==> config.mk <==
export PLATFORM = sky130hd
export DESIGN_NAME = fpx_unit
export DESIGN_NICKNAME = d
export VERILOG_FILES = /design/src/rtl/fpx_pkg.sv /design/src/rtl/fpx_opclass.sv /design/src/rtl/fpx_resfix.sv /design/src/rtl/fpx_cause.sv /design/src/rtl/fpx_unit.sv
export SDC_FILE = /design/constraint.sdc
export NUM_CORES = 1
export LEC_CHECK = 0
export BUFFER_PORTS_ARGS = -buffer_cell sky130_fd_sc_hd__buf_2
export CAP_MARGIN = 40
export CELL_PAD_IN_SITES_DETAIL_PLACEMENT = 1
export CELL_PAD_IN_SITES_GLOBAL_PLACEMENT = 2
export CORE_MARGIN = 1.5
export CORE_UTILIZATION = 24
export DETAILED_ROUTE_END_ITERATION = 12
export MAX_ROUTING_LAYER = met4
export PLACE_DENSITY = 0.94
export SYNTH_ARGS = -nofsm -noshare
export SYNTH_HDL_FRONTEND = slang
export SYNTH_SLANG_ARGS = --single-unit
==> constraint.sdc <==
create_clock -name clk -period 8.25 [get_ports clk]
set_input_delay 1.2375 -clock clk [delete_from_list [all_inputs] [get_ports clk]]
set_output_delay 1.2375 -clock clk [all_outputs]
set_load 0.05 [all_outputs]
==> src/rtl/fpx_pkg.sv <==
package fpx_pkg;
  localparam int FLAG_W  = 5;
  localparam int CAUSE_W = 6;
  localparam int CSR_W   = 32;
  localparam int DATA_W  = 64;

  // exception bit order shared by flags, enables, causes and raw input
  localparam int EX_INEX  = 0;
  localparam int EX_UNDF  = 1;
  localparam int EX_OVFL  = 2;
  localparam int EX_DIVZ  = 3;
  localparam int EX_INVL  = 4;
  localparam int EX_UNIMP = 5;

  // control word field positions
  localparam int RM_LO    = 0;
  localparam int FLAG_LO  = 2;
  localparam int EN_LO    = FLAG_LO + FLAG_W;
  localparam int CAUSE_LO = EN_LO + FLAG_W;
  localparam int FLUSH_B  = 24;

  localparam int BIAS_S = 127;
  localparam int BIAS_D = 1023;

  localparam logic [31:0] NAN_FIX_S = 32'h7FBF_FFFF;
  localparam logic [63:0] NAN_FIX_D = 64'h7FF7_FFFF_FFFF_FFFF;
  localparam logic [31:0] MINN_S    = 32'h0080_0000;
  localparam logic [63:0] MINN_D    = 64'h0010_0000_0000_0000;

  typedef enum logic [1:0] {FIX_NONE, FIX_NAN, FIX_SUB} fix_e;

  // raw indications mapped to causes, with underflow promotion
  function automatic logic [CAUSE_W-1:0] map_raw(input logic [FLAG_W-1:0] raw,
                                                 input logic promote);
    logic [CAUSE_W-1:0] c;
    c = '0;
    if (raw[EX_UNDF] && promote) c[EX_UNIMP] = 1'b1;
    else                         c[FLAG_W-1:0] = raw;
    return c;
  endfunction
endpackage

==> src/rtl/fpx_opclass.sv <==
module fpx_opclass
  import fpx_pkg::*;
#(
  parameter int WORD_BITS = 31,
  parameter int LONG_BITS = 53
) (
  input  logic [DATA_W-1:0] val,
  input  logic              dbl,
  input  logic              lng,
  input  logic              cvt,
  output logic              bad,
  output logic              qnan
);
  localparam int TW = 12;

  logic [10:0]   expo;
  logic          all1, frac_nz, frac_msb;
  logic [TW-1:0] thr;
  logic          is_nan, is_snan, is_sub, is_inf, is_big;
  logic          unused_sign;

  assign unused_sign = val[63] ^ val[31];

  always_comb begin
    if (dbl) begin
      expo     = val[62:52];
      all1     = &val[62:52];
      frac_nz  = |val[51:0];
      frac_msb = val[51];
      thr      = TW'(BIAS_D + (lng ? LONG_BITS : WORD_BITS));
    end else begin
      expo     = {3'b000, val[30:23]};
      all1     = &val[30:23];
      frac_nz  = |val[22:0];
      frac_msb = val[22];
      thr      = TW'(BIAS_S + (lng ? LONG_BITS : WORD_BITS));
    end
  end

  always_comb begin
    is_nan  = all1 & frac_nz;
    is_snan = is_nan & ~frac_msb;
    is_sub  = (expo == '0) & frac_nz;
    is_inf  = all1 & ~frac_nz;
    is_big  = ({1'b0, expo} >= thr);
    if (cvt) begin
      bad  = is_nan | is_inf | is_sub | is_big;
      qnan = 1'b0;
    end else begin
      bad  = is_snan | is_sub;
      qnan = all1 & frac_msb;
    end
  end
endmodule

==> src/rtl/fpx_resfix.sv <==
module fpx_resfix
  import fpx_pkg::*;
(
  input  logic [DATA_W-1:0] res,
  input  logic              dbl,
  input  logic              cvt,
  input  logic [1:0]        rm,
  input  fix_e              sel,
  output logic              res_nan,
  output logic              res_sub,
  output logic [DATA_W-1:0] wb_val
);
  logic all1, frac_nz, exp0, sgn;

  always_comb begin
    if (dbl) begin
      all1    = &res[62:52];
      exp0    = ~|res[62:52];
      frac_nz = |res[51:0];
      sgn     = res[63];
    end else begin
      all1    = &res[30:23];
      exp0    = ~|res[30:23];
      frac_nz = |res[22:0];
      sgn     = res[31];
    end
    res_nan = all1 & frac_nz;
    res_sub = exp0 & frac_nz;
  end

  function automatic logic [DATA_W-1:0] szero(input logic d, input logic s);
    return d ? {s, 63'd0} : {32'd0, s, 31'd0};
  endfunction

  function automatic logic [DATA_W-1:0] sminn(input logic d, input logic s);
    return d ? (MINN_D | {s, 63'd0}) : {32'd0, MINN_S | {s, 31'd0}};
  endfunction

  always_comb begin
    unique case (sel)
      FIX_NAN: wb_val = dbl ? NAN_FIX_D : {32'd0, NAN_FIX_S};
      FIX_SUB: begin
        unique case (rm)
          2'd2:    wb_val = sgn ? szero(dbl, 1'b1) : sminn(dbl, 1'b0);
          2'd3:    wb_val = sgn ? sminn(dbl, 1'b1) : szero(dbl, 1'b0);
          default: wb_val = szero(dbl, sgn);
        endcase
      end
      default: wb_val = (cvt || dbl) ? res : {32'd0, res[31:0]};
    endcase
  end
endmodule

==> src/rtl/fpx_cause.sv <==
module fpx_cause
  import fpx_pkg::*;
(
  input  logic               is_cvt,
  input  logic               opnd_bad,
  input  logic               opnd_qnan,
  input  logic [FLAG_W-1:0]  raw,
  input  logic [FLAG_W-1:0]  en,
  input  logic               flush,
  input  logic               res_nan,
  input  logic               res_sub,
  output logic [CAUSE_W-1:0] cause,
  output logic               trap,
  output fix_e               sel
);
  logic promote;

  function automatic logic hits(input logic [CAUSE_W-1:0] c,
                                input logic [FLAG_W-1:0] e);
    return |(c & {1'b1, e});
  endfunction

  always_comb begin
    promote = ~flush | en[EX_UNDF] | en[EX_INEX];
    cause   = '0;
    sel     = FIX_NONE;
    if (is_cvt) begin
      if (opnd_bad || raw[EX_INVL]) cause[EX_UNIMP] = 1'b1;
      else                          cause = map_raw(raw, promote);
    end else if (opnd_bad) begin
      cause[EX_UNIMP] = 1'b1;
    end else begin
      cause[EX_INVL] = opnd_qnan;
      if (!(opnd_qnan && en[EX_INVL])) begin
        cause = cause | map_raw(raw, promote);
        if (!hits(cause, en)) begin
          if (res_nan) begin
            sel = FIX_NAN;
          end else if (res_sub) begin
            if (promote) begin
              cause[EX_UNIMP] = 1'b1;
            end else begin
              cause[EX_UNDF] = 1'b1;
              cause[EX_INEX] = 1'b1;
              sel            = FIX_SUB;
            end
          end
        end
      end
    end
    trap = hits(cause, en);
  end
endmodule

==> src/rtl/fpx_unit.sv <==
module fpx_unit
  import fpx_pkg::*;
#(
  parameter int WORD_INT_BITS = 31,
  parameter int LONG_INT_BITS = 53,
  parameter int N_OPND        = 2
) (
  input  logic              clk,
  input  logic              rst,
  input  logic              csr_we,
  input  logic [CSR_W-1:0]  csr_wdata,
  output logic [CSR_W-1:0]  csr_rdata,
  output logic [1:0]        rnd_mode,
  input  logic              op_valid,
  input  logic              op_cvt,
  input  logic              op_dbl,
  input  logic              op_long,
  input  logic              op_use_b,
  input  logic [DATA_W-1:0] opnd_a,
  input  logic [DATA_W-1:0] opnd_b,
  input  logic [FLAG_W-1:0] raw_exc,
  input  logic [DATA_W-1:0] op_result,
  output logic              wb_valid,
  output logic [DATA_W-1:0] wb_data,
  output logic              trap
);
  logic [1:0]         rm_q;
  logic [FLAG_W-1:0]  flag_q, en_q;
  logic [CAUSE_W-1:0] cause_q;
  logic               flush_q;
  logic               trap_q, wbv_q;
  logic [DATA_W-1:0]  wbd_q;

  logic [DATA_W-1:0]  opnd [N_OPND];
  logic [N_OPND-1:0]  o_bad, o_qnan, o_used;
  logic               any_bad, any_qnan;
  logic               res_nan, res_sub, trap_nx;
  logic [CAUSE_W-1:0] cause_nx;
  fix_e               sel;
  logic [DATA_W-1:0]  wb_val;
  logic [FLAG_W-1:0]  w_en;
  logic [CAUSE_W-1:0] w_cause;
  logic               unused_wbits;

  assign opnd[0]   = opnd_a;
  assign opnd[1]   = opnd_b;
  assign o_used[0] = 1'b1;
  assign o_used[1] = op_use_b & ~op_cvt;

  generate
    for (genvar i = 0; i < N_OPND; i++) begin : g_opnd
      fpx_opclass #(.WORD_BITS(WORD_INT_BITS), .LONG_BITS(LONG_INT_BITS)) u_cls (
        .val (opnd[i]),
        .dbl (op_dbl),
        .lng (op_long),
        .cvt (op_cvt),
        .bad (o_bad[i]),
        .qnan(o_qnan[i])
      );
    end
  endgenerate

  assign any_bad  = |(o_bad & o_used);
  assign any_qnan = |(o_qnan & o_used);

  fpx_resfix u_fix (
    .res    (op_result),
    .dbl    (op_dbl),
    .cvt    (op_cvt),
    .rm     (rm_q),
    .sel    (sel),
    .res_nan(res_nan),
    .res_sub(res_sub),
    .wb_val (wb_val)
  );

  fpx_cause u_cause (
    .is_cvt   (op_cvt),
    .opnd_bad (any_bad),
    .opnd_qnan(any_qnan),
    .raw      (raw_exc),
    .en       (en_q),
    .flush    (flush_q),
    .res_nan  (res_nan),
    .res_sub  (res_sub),
    .cause    (cause_nx),
    .trap     (trap_nx),
    .sel      (sel)
  );

  assign w_en         = csr_wdata[EN_LO +: FLAG_W];
  assign w_cause      = csr_wdata[CAUSE_LO +: CAUSE_W];
  assign unused_wbits = ^{csr_wdata[CSR_W-1:FLUSH_B+1], csr_wdata[FLUSH_B-1:CAUSE_LO+CAUSE_W]};

  always_ff @(posedge clk) begin
    if (rst) begin
      rm_q    <= '0;
      flag_q  <= '0;
      en_q    <= '0;
      cause_q <= '0;
      flush_q <= 1'b0;
      trap_q  <= 1'b0;
      wbv_q   <= 1'b0;
      wbd_q   <= '0;
    end else begin
      trap_q <= 1'b0;
      wbv_q  <= 1'b0;
      if (csr_we) begin
        rm_q    <= csr_wdata[RM_LO +: 2];
        flag_q  <= csr_wdata[FLAG_LO +: FLAG_W];
        en_q    <= w_en;
        cause_q <= w_cause;
        flush_q <= csr_wdata[FLUSH_B];
        trap_q  <= |(w_cause & {1'b1, w_en});
      end else if (op_valid) begin
        cause_q <= cause_nx;
        flag_q  <= flag_q | (cause_nx[FLAG_W-1:0] & ~en_q);
        trap_q  <= trap_nx;
        wbv_q   <= ~trap_nx;
        if (!trap_nx) wbd_q <= wb_val;
      end
    end
  end

  always_comb begin
    csr_rdata                      = '0;
    csr_rdata[RM_LO +: 2]          = rm_q;
    csr_rdata[FLAG_LO +: FLAG_W]   = flag_q;
    csr_rdata[EN_LO +: FLAG_W]     = en_q;
    csr_rdata[CAUSE_LO +: CAUSE_W] = cause_q;
    csr_rdata[FLUSH_B]             = flush_q;
  end

  assign rnd_mode = rm_q;
  assign wb_valid = wbv_q;
  assign wb_data  = wbd_q;
  assign trap     = trap_q;


  trap_blocks_wb_chk: assert property (@(posedge clk) disable iff (rst)
    trap_q |-> !wbv_q);


  unimp_never_writes_chk: assert property (@(posedge clk) disable iff (rst)
    wbv_q |-> !cause_q[EX_UNIMP]);


  flags_sticky_chk: assert property (@(posedge clk) disable iff (rst)
    !$past(csr_we) |-> ((flag_q & $past(flag_q)) == $past(flag_q)));


  enabled_no_flag_chk: assert property (@(posedge clk) disable iff (rst)
    !$past(csr_we) |-> (((flag_q & ~$past(flag_q)) & en_q) == '0));


  rm_hold_chk: assert property (@(posedge clk) disable iff (rst)
    !$past(csr_we) |-> $stable(rm_q));


  write_drops_op_chk: assert property (@(posedge clk) disable iff (rst)
    $past(csr_we) |-> !wbv_q);
endmodule

# Word level (Yosys, flattened, before mapping)
# Cells that the tools add are included.
[op_classes]
reduce_logical = 30
order_cmp = 2
bitwise = 41
n_addsub = 2
mux = 63
eq_ne = 4
[ops]
columns = ["cell", "count"]
rows = [
  ["$mux W64", 6],
  ["$pmux W64 S2", 2],
  ["$reduce_or A52 Y1", 3],
  ["$reduce_or A23 Y1", 3],
  ["$mux W63", 1],
  ["$mux W53", 1],
  ["$mux W5", 8],
  ["$reduce_and A11 Y1", 3],
  ["$mux W6", 5],
  ["$mux W1", 26],
  ["$ge A11 B12 Y1", 2],
  ["$reduce_and A8 Y1", 3],
  ["$logic_not A11 Y1", 2],
  ["$mux W11", 2],
  ["$mux W2", 11],
  ["$and A6 B6 Y6", 3],
  ["$reduce_or A6 Y1", 3],
  ["$and A1 B1 Y1", 13],
  ["$add A11 B12 Y12 const A", 1],
  ["$add A8 B12 Y12 const A", 1],
  ["$mux W12", 1],
  ["$reduce_or A11 Y1", 1],
  ["$or A1 B1 Y1", 10],
  ["$not A1 Y1", 9],
  ["15 further kinds", 22],
]
[word_totals]
input_bits = 237
regBits = 85

# Depth between registers and ports, before layout
[logic_depth]
word_depth = 24
depth_mapped = 15

# Modules after synthesis
# A second synthesis with hierarchy kept.
[unflattened]
hier_cells = 718
area_unflattened_um2 = 5320.1
[modules_own_cells]
columns = ["module", "n_inst", "seq_area_each_um2", "cells_per_inst", "area_each_um2"]
rows = [
  ["fpx_unit", 1, 1701.6, 394, 3246.9],
  ["fpx_opclass", 2, 0.0, 64, 466.7],
  ["fpx_resfix", 1, 0.0, 163, 882.1],
  ["fpx_cause", 1, 0.0, 33, 257.7],
]

# Worst setup path before layout
# Ideal clock, no wire load.
[synth_path]
kind = "input to register"
start = "input op_dbl"
end = "register wbd_q[0], in the netlist wb_data[0]"
setup_slack_ps = 3734
cell_stages = 15
arrival_ps = 4445
path_buffers = 6
t_required_ps = 8178
cell_sequence = "buf_2 buf_2 clkbuf_1 buf_1 mux2_2 ha_1 a21o_1 o21ai_1 a32oi_1 a2111oi_0 o22ai_1 nand4_1 buf_4 buf_6 mux2i_1"
[synth_via]
elab_chain_len = 16
[synth_lines]
columns = ["element", "line", "text"]
rows = [
  ["start, declared", "fpx_unit.sv:16", "input logic op_dbl,"],
  ["branches (longest 16 deep; another with $ge A11 B12 Y1)", "n/a", ""],
  ["end signal, assigned", "fpx_unit.sv:120", "if (!trap_nx) wbd_q <= wb_val;"],
  ["end, declared", "fpx_unit.sv:32", "logic [DATA_W-1:0] wbd_q;"],
]
# Parallel ways; which one is timed is not known.
# A chain may end at the register's enable or synchronous reset.

# Worst setup path after layout
[layout_path]
start = "input op_dbl"
end = "register wbd_q[37], in the netlist wb_data[37]"
# Same word-level chain as after synthesis.

==> results.md <==
* Total setup buffers inserted after CTS at 0
* Hpwl dp at approximately 18000 microns
* Cell Area, Placed at about 0.007 sq mm
* Die height at around 150 microns
* Final worst path period need at 5.20 ns
* Clock buffer depth at 2
* Number of synthesized flops with an enable pin at 0
* Number of buffers created by CTS at 9
* Worst-path clk slew at 0.07 ns
* Average routed wire per standard cell at approximately 18 microns
* Top FF cell, synth: dfxtp_1
* Full die area at 0.0230 sq mm
* Critical path arrival at 5.48 ns
* Post-synth ARST share at 0%
* Vias in the first global route at between 6000 and 7000
* Unique masters post-synth at 59
* Final cycle utilization of the critical path at 63.1%
* Initial Utilization at between 20% and 30%
* Top cells by count, synth: nand2_1, dfxtp_1, mux2i_1
* Peak Freq at 192 MHz
* Cells after Synth at about 660
* YS warnings at 0
* Worst-Skew Late Latency at approximately 0.35 ns
* Syn avg cell area at between 8 and 9 sq um
* Top cells by area, synth: dfxtp_1, mux2i_1, and2_1
* Slew Limit Fails at 0
* Root Driver: clkbuf_16
* DRT antenna net count at 0
* Total routed wirelength at around 22000 microns
* # setup viols final at 0
* Headroom to the max-slew limit at 42.4%
* Crit Path Category: input pin to flop
* Clk sinks at between 80 and 90
* Synth area leader: dfxtp_1
* Synth Register Bits at 85
* Critical-path maximum fanout at between 40 and 50
* P_leak at around 3.7 nW
* Slew @ Worst Pin at roughly 0.84 ns
* Largest net degree at the start of global routing at 85
* Hold Fails Final Rpt at 0
* Initial antenna violation count at 0
* CP endpoint kind: flop
* Final Skew at about 0.012 ns
* DR iter-0 viols at approximately 140
* Nets at between 1000 and 1500
* Max Cap Viol at 0
* Pwr dens at between 150 and 200 mW/mm^2
* Share of post-route cells with drive strength above 1 at around 37%
* CP startpoint kind: input pin
* GP Congestion at slightly below 0.9
* Setup TNS at 0 ns
* Fillcell total at about 2700
* CORE AREA at about 0.022 sq mm
* Worst VDD drop at just over 0.00008 V
* Syn Std Cell Area at about 0.0053 sq mm
* Count leader, synth: nand2_1
* Vias at 5949
* Worst Hold Class: flop to flop
* Area delta synth->final at 38.8%
* Non-filler cells, final at approximately 1200
* DR pass1 iterations at 4
* Grt ovf at 0
* DRC errors left at 0
* Ports at roughly 340
* DP Cell Count at between 1000 and 1500
* CTS Hold Bufs at 0
* GRT Util Overall at around a fifth
* DR vias/cell at 4.86
* Yosys top cell area share at 32.1%
* Final Cell Area at about 0.0074 sq mm
* RSZ-0062 raised after global routing: no
* H-Tree Depth at 3
* IO buf count at 308
* Seq/Total Area, Yosys at 32.1%
* TritonCTS clock tree: done
* Global-route wire length before repair at 32000 microns
* Status: complete, no violations
* FP Rows at between 50 and 60
* # resized after CTS at 0
* Worst Path Required at 8.52 ns
* Die width at roughly 150 microns
## report_power, final
| part | switching (mW) | internal (mW) |
|---|---|---|
| logic | 0.167 | 0.0948 |
| clock network | 0.189 | 0.270 |
| registers | 0.0102 | 0.426 |
## critical path: stages
cell and delay, ns:
buf_2 0.58, mux2_2 0.42, ha_1 0.32, o31ai_1 0.22
a32oi_1 0.16, a2111oi_0 0.79, o22ai_1 0.20, nand4_1 0.14
buf_4 0.40, buf_4 0.66, mux2i_1 0.28
## path summary, 6_finish.rpt
path | startpoint | end | slack, ns | cells past startpoint
max | op_dbl | wb_data[37]$_SDFFE_PP0P_ | 3.05 | 11
min | wb_data[5]$_SDFFE_PP0P_ | wb_data[5]$_SDFFE_PP0P_ | 0.46 | 2
max reg2reg | en_q[0]$_SDFFE_PP0P_ | wb_data[47]$_SDFFE_PP0P_ | 4.02 | 14
min reg2reg | wb_data[5]$_SDFFE_PP0P_ | wb_data[5]$_SDFFE_PP0P_ | 0.46 | 2
## final cells by class
| cell class | instances | area, sq um | share of cell area [%] |
|---|---|---|---|
| Multi-Input combinational cell | 509 | 3250 | 44.2 |
| Sequential cell | 85 | 1700 | 23.1 |
| Timing Repair Buffer | 316 | 1660 | 22.5 |
| Tap cell | 280 | 350 | 4.76 |
| Clock buffer | 9 | 225 | 3.06 |
| Clock inverter | 7 | 105 | 1.43 |
| Inverter | 16 | 61.3 | 0.833 |
| Antenna cell | 2 | 5.00 | 0.0680 |
## registers in the layout, summed over array words and instances, names as in the netlist
name	count
flush_q	1
cause_q	6
wb_data	64
trap	1
rnd_mode	2
wb_valid	1
flag_q	5
en_q	5
## layer usage
metal / vias up / share of wire, % / track usage (%)
met3: 18 / 6.4 / 3.83
met5: - / 0 / -
met1: 2808 / 39 / 19.0
met2: 216 / 54 / 36.0
met4: 0 / 1.5 / 5.58
li1: 2907 / - / -
## placed cells by master (no fill, tap or decap), types with 5 or more instances in the layout
cell type  Yosys  layout
buf_2          3     308
nand2_1       86      86
dfxtp_1       85      85
mux2i_1       77      77
o21ai_0       67      67
and2_1        61      61
nor4_1        40      40
nor2_1        23      23
nand4_1       22      22
inv_1         16      15
conb_1         1      13
nor3_1        12      12
nand3_1        9       9
a21oi_1        9       9
clkbuf_16      0       9
nand2b_1       6       6
ha_1           6       6
a221oi_1       5       5
## metrics by stage
stage	hold WS [ns]	worst slack (ns)	power, mW	util, %
2_1_floorplan	0.476	3.73	0.609	-
3_3_place_gp	0.442	2.10	0.702	31.9
3_5_place_dp	0.454	2.67	0.709	32.3
4_1_cts	0.465	3.02	1.18	33.8
5_1_grt	0.478	2.63	1.21	33.8
6_report	0.459	3.05	1.16	33.8
## kinds of logic (layout without fill, tap and decap cells)
kind of cell,Yosys count,after routing,share of synthesized area [%]
other,1,15,0.0708
and+or+nand+nor,281,281,28.1
buffers and inverters,76,348,7.37
muxes,81,81,15.4
DFF,85,85,32.1
adders and majority gates,6,6,1.42
AOI/OAI and AO/OA,126,126,15.2
xor gates and xnor gates,2,2,0.331
Note: power is estimated with default switching activity, not from simulation.
